--- config.mk ---
export PLATFORM = sky130hd
export DESIGN_NAME = sirq_agent
export DESIGN_NICKNAME = d
export VERILOG_FILES = /design/src/rtl/sirq_agent_pkg.sv /design/src/rtl/sirq_sync.sv /design/src/rtl/sirq_frame_ctr.sv /design/src/rtl/sirq_slot_drv.sv /design/src/rtl/sirq_agent.sv
export SDC_FILE = /design/constraint.sdc
export NUM_CORES = 1
export LEC_CHECK = 0
export ABC_AREA = 1
export BUFFER_PORTS_ARGS = -buffer_cell sky130_fd_sc_hd__buf_4
export CAP_MARGIN = 25
export CORE_AREA = 2 2 92 94
export CTS_CLUSTER_SIZE = 25
export DETAILED_ROUTE_END_ITERATION = 6
export DIE_AREA = 0 0 94 96
export HOLD_SLACK_MARGIN = 0.02
export PLACE_DENSITY = 0.54
export SLEW_MARGIN = 20
export SYNTH_ARGS = -nofsm -noshare
export SYNTH_HDL_FRONTEND = slang
export SYNTH_SLANG_ARGS = --single-unit
--- constraint.sdc ---
create_clock -name clk_i -period 3.04 [get_ports clk_i]
set_input_delay 0 -clock clk_i [delete_from_list [all_inputs] [get_ports clk_i]]
set_output_delay 0 -clock clk_i [all_outputs]
set_load 0.005 [all_outputs]
--- src/rtl/sirq_agent_pkg.sv ---
package sirq_agent_pkg;
  typedef enum logic [2:0] {
    ST_IDLE, ST_KICK, ST_START, ST_FRAMES, ST_STOP_LO, ST_STOP_HI
  } bus_st_e;

  typedef enum logic [1:0] {
    PH_SAMPLE, PH_RECOV, PH_TURN
  } phase_e;
endpackage

--- src/rtl/sirq_sync.sv ---
module sirq_sync #(
  parameter int          W       = 1,
  parameter logic        RST_VAL = 1'b1
) (
  input  logic         clk_i,
  input  logic         rst_ni,
  input  logic [W-1:0] d_i,
  output logic [W-1:0] q_o
);
  logic [W-1:0] meta_q, sync_q;

  always_ff @(posedge clk_i or negedge rst_ni) begin
    if (!rst_ni) begin
      meta_q <= {W{RST_VAL}};
      sync_q <= {W{RST_VAL}};
    end else begin
      meta_q <= d_i;
      sync_q <= meta_q;
    end
  end

  assign q_o = sync_q;
endmodule

--- src/rtl/sirq_frame_ctr.sv ---
module sirq_frame_ctr
  import sirq_agent_pkg::*;
#(
  parameter int NUM_FRAMES = 16,
  localparam int FW = $clog2(NUM_FRAMES + 1)
) (
  input  logic          clk_i,
  input  logic          rst_ni,
  input  logic          line_i,
  input  logic          kick_req_i,
  output logic          kick_o,
  output logic          sample_o,
  output logic          recov_o,
  output logic [FW-1:0] frame_o
);
  bus_st_e       st_q, st_d;
  phase_e        ph_q, ph_d;
  logic [FW-1:0] frame_q, frame_d;

  always_comb begin
    st_d    = st_q;
    ph_d    = ph_q;
    frame_d = frame_q;
    unique case (st_q)
      ST_IDLE: begin
        if (!line_i)         st_d = ST_START;
        else if (kick_req_i) st_d = ST_KICK;
      end
      ST_KICK:  st_d = ST_START;
      ST_START: begin
        if (line_i) begin
          // first high clock seen: next clock is clock 1, a turn-around
          st_d    = ST_FRAMES;
          ph_d    = PH_TURN;
          frame_d = '0;
        end
      end
      ST_FRAMES: begin
        if (ph_q == PH_TURN) begin
          if (frame_q == FW'(NUM_FRAMES)) st_d = ST_STOP_LO;
          else begin
            frame_d = frame_q + 1'b1;
            ph_d    = PH_SAMPLE;
          end
        end else if (ph_q == PH_SAMPLE) ph_d = PH_RECOV;
        else                            ph_d = PH_TURN;
      end
      ST_STOP_LO: if (!line_i) st_d = ST_STOP_HI;
      ST_STOP_HI: if (line_i)  st_d = ST_IDLE;
      default:    st_d = ST_IDLE;
    endcase
  end

  always_ff @(posedge clk_i or negedge rst_ni) begin
    if (!rst_ni) begin
      st_q    <= ST_IDLE;
      ph_q    <= PH_TURN;
      frame_q <= '0;
    end else begin
      st_q    <= st_d;
      ph_q    <= ph_d;
      frame_q <= frame_d;
    end
  end

  assign kick_o   = (st_q == ST_KICK);
  assign sample_o = (st_q == ST_FRAMES) && (ph_q == PH_SAMPLE);
  assign recov_o  = (st_q == ST_FRAMES) && (ph_q == PH_RECOV);
  assign frame_o  = frame_q;

  p_kick_from_idle_r6: assert property (@(posedge clk_i) disable iff (!rst_ni)
    (st_q == ST_KICK) |-> ($past(st_q) == ST_IDLE && $past(kick_req_i)));

  p_count_on_rise_r5: assert property (@(posedge clk_i) disable iff (!rst_ni)
    $rose(st_q == ST_FRAMES) |-> $past(line_i));
endmodule

--- src/rtl/sirq_slot_drv.sv ---
module sirq_slot_drv #(
  parameter int NUM_IRQ = 16,
  localparam int FW = $clog2(NUM_IRQ + 1)
) (
  input  logic               clk_i,
  input  logic               rst_ni,
  input  logic [NUM_IRQ-1:0] irq_i,
  input  logic               sample_i,
  input  logic               recov_i,
  input  logic [FW-1:0]      frame_i,
  output logic               drv_low_o,
  output logic               drv_high_o,
  output logic               pend_o
);
  logic [NUM_IRQ-1:0] sel, rep_q;
  logic               drove_q;

  for (genvar k = 0; k < NUM_IRQ; k++) begin : g_slot
    assign sel[k] = sample_i && (frame_i == FW'(k + 1));
    always_ff @(posedge clk_i or negedge rst_ni) begin
      if (!rst_ni)     rep_q[k] <= 1'b1;
      else if (sel[k]) rep_q[k] <= irq_i[k];
    end
  end

  always_ff @(posedge clk_i or negedge rst_ni) begin
    if (!rst_ni) drove_q <= 1'b0;
    else         drove_q <= drv_low_o;
  end

  assign drv_low_o  = |(sel & ~irq_i);
  assign drv_high_o = recov_i && drove_q;
  assign pend_o     = |(irq_i ^ rep_q);

  p_no_fight_r4: assert property (@(posedge clk_i) disable iff (!rst_ni)
    !(drv_low_o && drv_high_o));

  p_high_needs_low_r3: assert property (@(posedge clk_i) disable iff (!rst_ni)
    drv_high_o |-> $past(drv_low_o));

  p_turn_release_r4: assert property (@(posedge clk_i) disable iff (!rst_ni)
    $past(recov_i) |-> !drv_high_o);
endmodule

--- src/rtl/sirq_agent.sv ---
module sirq_agent #(
  parameter int NUM_IRQ = 16,
  localparam int FW = $clog2(NUM_IRQ + 1)
) (
  input  logic               clk_i,
  input  logic               rst_ni,
  input  logic [NUM_IRQ-1:0] irq_i,
  input  logic               quiet_i,
  input  logic               line_i,
  output logic               drv_low_o,
  output logic               drv_high_o
);
  logic [NUM_IRQ-1:0] irq_s;
  logic               kick, sample, recov, pend, slot_low;
  logic [FW-1:0]      frame;

  sirq_sync #(.W(NUM_IRQ), .RST_VAL(1'b1)) u_sync (
    .clk_i, .rst_ni, .d_i(irq_i), .q_o(irq_s)
  );

  sirq_frame_ctr #(.NUM_FRAMES(NUM_IRQ)) u_ctr (
    .clk_i, .rst_ni, .line_i,
    .kick_req_i(quiet_i && pend),
    .kick_o(kick), .sample_o(sample), .recov_o(recov), .frame_o(frame)
  );

  sirq_slot_drv #(.NUM_IRQ(NUM_IRQ)) u_slot (
    .clk_i, .rst_ni, .irq_i(irq_s),
    .sample_i(sample), .recov_i(recov), .frame_i(frame),
    .drv_low_o(slot_low), .drv_high_o(drv_high_o), .pend_o(pend)
  );

  assign drv_low_o = kick | slot_low;

  p_kick_single_r6: assert property (@(posedge clk_i) disable iff (!rst_ni)
    kick |=> !drv_low_o);
endmodule

---- Yosys cells after proc, flatten, opt, wreduce, memory -nomap -nowiden ----
Index checks and enable logic that the tools add are counted.
cells by class
  reductions and logical operators ........ 28
  eq/ne operators ......................... 31
  bitwise gates (word level) .............. 4
  add/sub/neg operators ................... 1
  muxes and demuxes ....................... 17
operators with widths
  kind                 number
  $eq 5x4->1 const B   8
  $reduce_or 16->1     2
  $mux 3               7
  $eq 5x3->1 const B   4
  $logic_and 1x1->1    20
  $pmux 3 s6           1
  $and 16x16->16       1
  $not 16->16          1
  $xor 16x16->16       1
  $mux 5               3
  $eq 5x2->1 const B   2
  $pmux 5 s2           1
  $mux 2               4
  $ne 2x2->1 const B   4
  $eq 3x2->1 const B   2
  $eq 3x3->1 const B   2
  $reduce_and 6->1     1
  $add 5x1->5 const B  1
  $eq 5x1->1 const B   1
  $eq 5x5->1 const B   1
  $ne 2x1->1 const B   2
  $pmux 2 s2           1
  $reduce_and 4->1     1
  $eq 3x1->1 const B   1
  other kinds (9)      9
storage, ports and cells
  output and inout port bits .............. 2
  flip-flop bits (word level) ............. 59
  input bits .............................. 20

---- Logic depth before layout (Yosys ltp) ----
  depth after elaboration ................. 6
  depth in mapped cells ................... 12

---- Modules after synthesis ----
A second synthesis with hierarchy kept.
second synthesis, totals
  cell total of the unflattened synthesis .. 304
  area total of the unflattened synthesis .. 2788.9 um^2
by module, submodules not included
  module          times used  cells each  sequential area each (um^2)  area an instance (um^2)
  sirq_slot_drv   1           167         445.4                        1212.4
  sirq_sync       1           32          840.8                        840.8
  sirq_frame_ctr  1           100         251.5                        716.9
  sirq_agent      1           5           0.0                          18.8

---- Worst setup path after synthesis ----
No wires, ideal clock.
  path type ............................... reg2reg
  start ................................... reg u_ctr.frame_q[0], in the netlist u_ctr.frame_o[0]
  end ..................................... reg u_slot.drove_q
  library setup time ...................... 118 ps
  slack ................................... 1624 ps
  cell stages (with the launch flop) ...... 11
  arrival ................................. 1298 ps
  required time ........................... 2922 ps
  period minus slack after synthesis ...... 1416 ps
  cell sequence ........................... dfrtp_1 ha_1 inv_1 nor2_1 ha_1 nand3_1 nand2_1 nor2_1 nand2_1 nor2_1 inv_1
on the way
  cells in the longest elaborated chain, start to end .. 4
  elaborated cells between the ends (all ways) .. 34
ends and longest elaborated chain
  element                             RTL line              RTL
  start, declared                     sirq_frame_ctr.sv:18  logic [FW-1:0] frame_q, frame_d;
  start signal, assigned              sirq_frame_ctr.sv:62  frame_q <= frame_d;
  $eq 5x1->1 (tied with other cells)  sirq_slot_drv.sv:19   assign sel[k] = sample_i && (frame_i == FW'(k + 1));
  $logic_and 1x1->1                   sirq_slot_drv.sv:19
  $and 16x16->16 *                    sirq_slot_drv.sv:31   assign drv_low_o = |(sel & ~irq_i);
  $reduce_or 16->1 *                  sirq_slot_drv.sv:31
  named net slot_low                  sirq_agent.sv:14      logic kick, sample, recov, pend, slot_low;
  end signal, assigned                sirq_slot_drv.sv:28   else drove_q <= drv_low_o;
  end, declared                       sirq_slot_drv.sv:16   logic drove_q;
Mark *: on every way through the listed nets, which the timed path passes. The rest lies on a longest branch.
A chain may end at the register's enable or synchronous reset.

---- Worst setup path in the final report ----
  start ................................... reg u_ctr.st_q[2]
  end ..................................... out drv_low_o
on the way
  cells in the longest elaborated chain, start to end .. 6
  elaborated cells between the ends (all ways) .. 22
ends and longest elaborated chain
  element                 RTL line              RTL
  start, declared         sirq_frame_ctr.sv:16  bus_st_e st_q, st_d;
  start signal, assigned  sirq_frame_ctr.sv:60  st_q <= st_d;
  $eq 3x2->1              sirq_frame_ctr.sv:67  assign sample_o = (st_q == ST_FRAMES) && (ph_q == PH_SAMPLE);
  $logic_and 1x1->1       sirq_frame_ctr.sv:67
  $logic_and 1x1->1       sirq_slot_drv.sv:19
  $and 16x16->16          sirq_slot_drv.sv:31
  $reduce_or 16->1        sirq_slot_drv.sv:31
  $or 1x1->1 *            sirq_agent.sv:33      assign drv_low_o = kick | slot_low;
  end, declared           sirq_agent.sv:10      output logic drv_low_o,
Mark *: on every way between the ends. The rest lies on a longest branch, timed or not.

==> results.ini <==
[run_status]
status = finished clean

[routing]
drtPass1Iterations = 4
wl_um = 5230
route.detailed.drc = 0
ant_nets = 0
vias = 2049
drtIter0Drc = 134
via_per_inst = 4.39
drt-wirelength-per-cell_um = 11.2

[timing]
setup_viol = 0
relSlewSlack = 0.515
period_minus_slack_ps = 2310
rsz0062_at_grt = false
setup_tns_ps = 0
tightest_slew_ps = 728
fin_skew_ps = 7.33
finalMaxSlewViolations = 0
hold_viol = 0
max_freq_mhz = 432
fin_crit_sh = 0.761

[placed_design]
port_buffers = 21
hpwl_um = 3720
gp_congestion = 0.807

[clocking]
clk_latency_ps = 340
cts-resized-gates = 0
post-cts-setup-buffer-count = 0
cts.sinks = 59
clockBufferDepth = 2
cts_buffers = 9
tritoncts = yes
cts-root-buf = clkbuf_8
htree_levels = 3
clk_pin_slew_worst_paths_ps = 70

[layout]
area_delta_synth_final_pct = 21.8
antenna_cells = 0
final_common_cell = nand2_1
layout_common_cells = 83 x nand2_1, 50 x inv_1, 49 x dfstp_2, 32 x nor2_1, 24 x nand3_1
nNetsFinal = 382
drive_gt1_frac = 0.260

[job]
maxCapViolCount = 0

[global_route]
grt_pass1_wl_um = 9340
overflow = 0
antenna_found_initial = 0
grt_pass1_vias = 2008
busiest_layer = met2
grt_use_met2 = 0.205
met1_usage = 0.184
grt_max_degree = 60
gr-usage-all-layers = 0.139
met3_usage = 0.0517

[hold_path]
holdCritPathClass = input port to flip-flop
holdCritStartpoint = line_i
hold_path_depth = 6
worstHoldEndpoint = u_ctr.st_q[2]$_DFFE_PN0P_

[critical_path]
r2r-end = u_slot.drove_q$_DFF_PN0_
r2r_slack_ps = 1160
end_kind = primary output
slowest_stage = nor2_4
crit_chain = inv_2 > nand3_4 > nor2_4 > inv_1 > nor2_1 > nand2_1 > nand2_1 > nor2_1 > nand2_1 > nor2_1 > o21ai_0 > buf_4
worstPathBufferInverterCount = 3
cp-start-kind = flip-flop
ff2ff_path_depth = 11
cp.required_ps = 3040
r2r_start = u_ctr.st_q[2]$_DFFE_PN0P_
crit_arrival_ps = 2310
slowest_delay_ps = 510
cp_max_fo = 31
path_delay_family = simple AND/OR/NAND/NOR gates
criticalPathCategory = flip-flop to primary output

[logic_synthesis]
syn_inst = 311
yosysSeqAreaShare = 0.556
ys_types = 27
yosys_register_bits = 59
syn_area_per_cell_um2 = 8.89
syn_nets = 336
yosysWarnings = 0
syn_area_um2 = 2760

[die]
start_util = 0.343
die_w_um = 94
placementRows = 33
ioPinCount = 22
core_um2 = 8050
die-area_um2 = 9020
fp.dieH_um = 96

[power_and_ir_drop]
clkPwrFrac = 0.302
power_density_nw_per_um2 = 645
pwr-share-comb = 0.244
p_sw_mw = 0.756
p_sw_frac = 0.348
p_int_mw = 1.41
power_mw = 2.17
seq_power_share = 0.454
ir_worst_vdd_uv = 282
p_leak_nw = 1.56

[how the worst max path moves through the flow]
stage | cells past startpoint | slack (ps) | startpoint | endpoint
3_5_place_dp | 12 | 1080 | u_ctr.st_q[2]$_DFFE_PN0P_ | drv_low_o
2_1_floorplan | 10 | 1620 | u_ctr.frame_o[0]$_DFFE_PN0P_ | u_slot.drove_q$_DFF_PN0_
3_3_place_gp | 12 | 1140 | u_ctr.st_q[2]$_DFFE_PN0P_ | drv_low_o
4_1_cts | 12 | 700 | u_ctr.st_q[2]$_DFFE_PN0P_ | drv_low_o
5_1_grt | 12 | 480 | u_ctr.st_q[2]$_DFFE_PN0P_ | drv_low_o
6_report | 12 | 730 | u_ctr.st_q[2]$_DFFE_PN0P_ | drv_low_o
[registers in the layout, summed over array words and instances (netlist names)]
| signal | count |
|---|---|
| u_slot.rep_q | 16 |
| u_sync.meta_q | 16 |
| u_sync.q_o | 16 |
| u_ctr.frame_o | 5 |
| u_ctr.st_q | 3 |
| u_ctr.ph_q | 2 |
| u_slot.drove_q | 1 |
[stage by stage]
| step | cell area, um2 | instances | utilization | hold slack, ps | worst slack, ps |
|---|---|---|---|---|---|
| floorplan | 2760 | 311 | - | -296 | 1620 |
| global placement | 3010 | 434 | 0.374 | 108 | 1140 |
| detailed placement | 3010 | 434 | 0.374 | 109 | 1080 |
| CTS | 3370 | 467 | 0.418 | 49.2 | 703 |
| global route | 3370 | 467 | 0.418 | 119 | 480 |
| finish | 3370 | 467 | 0.418 | 63.8 | 727 |
[cell type report]
cell class / instances / area (um2)
Tap cell: 105 / 131
Fill cell: 803 / 4680
Clock inverter: 6 / 48.8
Inverter: 53 / 199
Multi-Input combinational cell: 196 / 985
Timing Repair Buffer: 38 / 328
Clock buffer: 10 / 138
Sequential cell: 59 / 1540
[per-layer routing]
metal	up-vias	wire (um)
li1	1083	-
met1	938	2660
met2	22	2310
met3	6	171
met4	0	83
met5	-	0
[tightest hold or removal path, stage by stage]
cell and delay (ps):
buf_4 90, nor2_1 50, nand2_1 50, a21oi_1 80
inv_1 60, nand2_1 50
[cell families (layout without fill, tap and decap cells)]
family,after synthesis,count (layout),synth area share
fa+ha+maj,5,5,0.0226
buf+inv,56,107,0.0874
compound gates,29,29,0.0711
xor+xnor,2,2,0.00634
simple gates,160,160,0.256
flops,59,59,0.556
[synth_stat cells]
| library cell | instances | area (um2) |
|---|---|---|
| o21ai_0 | 4 | 20.0 |
| buf_12 | 1 | 20.0 |
| nor3_2 | 1 | 10.0 |
| a41oi_1 | 1 | 8.76 |
| nand4_1 | 15 | 93.8 |
| nand3_4 | 1 | 17.5 |
| o21ai_1 | 1 | 5.00 |
| o21a_1 | 1 | 7.51 |
| a21oi_1 | 3 | 15.0 |
| dfrtp_1 | 10 | 250 |
| a21boi_1 | 4 | 30.0 |
| buf_6 | 2 | 22.5 |
| a31oi_1 | 1 | 6.26 |
| inv_2 | 3 | 11.3 |
| nand2_2 | 1 | 6.26 |
| nor2_4 | 2 | 22.5 |
| and3_1 | 1 | 6.26 |
| a21boi_0 | 11 | 82.6 |
| dfstp_2 | 49 | 1290 |
| o31ai_1 | 2 | 15.0 |
| xor2_1 | 2 | 17.5 |
| ha_1 | 5 | 62.6 |
| nand2_1 | 83 | 312 |
| o22ai_1 | 1 | 6.26 |
| nor2_1 | 32 | 120 |
| inv_1 | 50 | 188 |
| nand3_1 | 24 | 120 |
[power groups by stage]
| stage | Combinational (mW) | Clock [mW] | Sequential (mW) |
|---|---|---|---|
| CTS | 0.540 | 0.686 | 0.984 |
| finish | 0.531 | 0.655 | 0.984 |
| detailed placement | 0.520 | 0 | 0.996 |
| global route | 0.622 | 0.725 | 0.996 |
| global placement | 0.515 | 0 | 0.992 |
| floorplan | 0.397 | 0 | 0.980 |
[timing repair]
| item | 4_1_cts | 5_1_grt |
|---|---|---|
| hold endpoints to repair | 26 | 0 |
| hold buffers | 17 | 0 |
| endpoints found under the setup margin | 0 | 0 |
No activity file was read; power rests on OpenSTA's default activity.
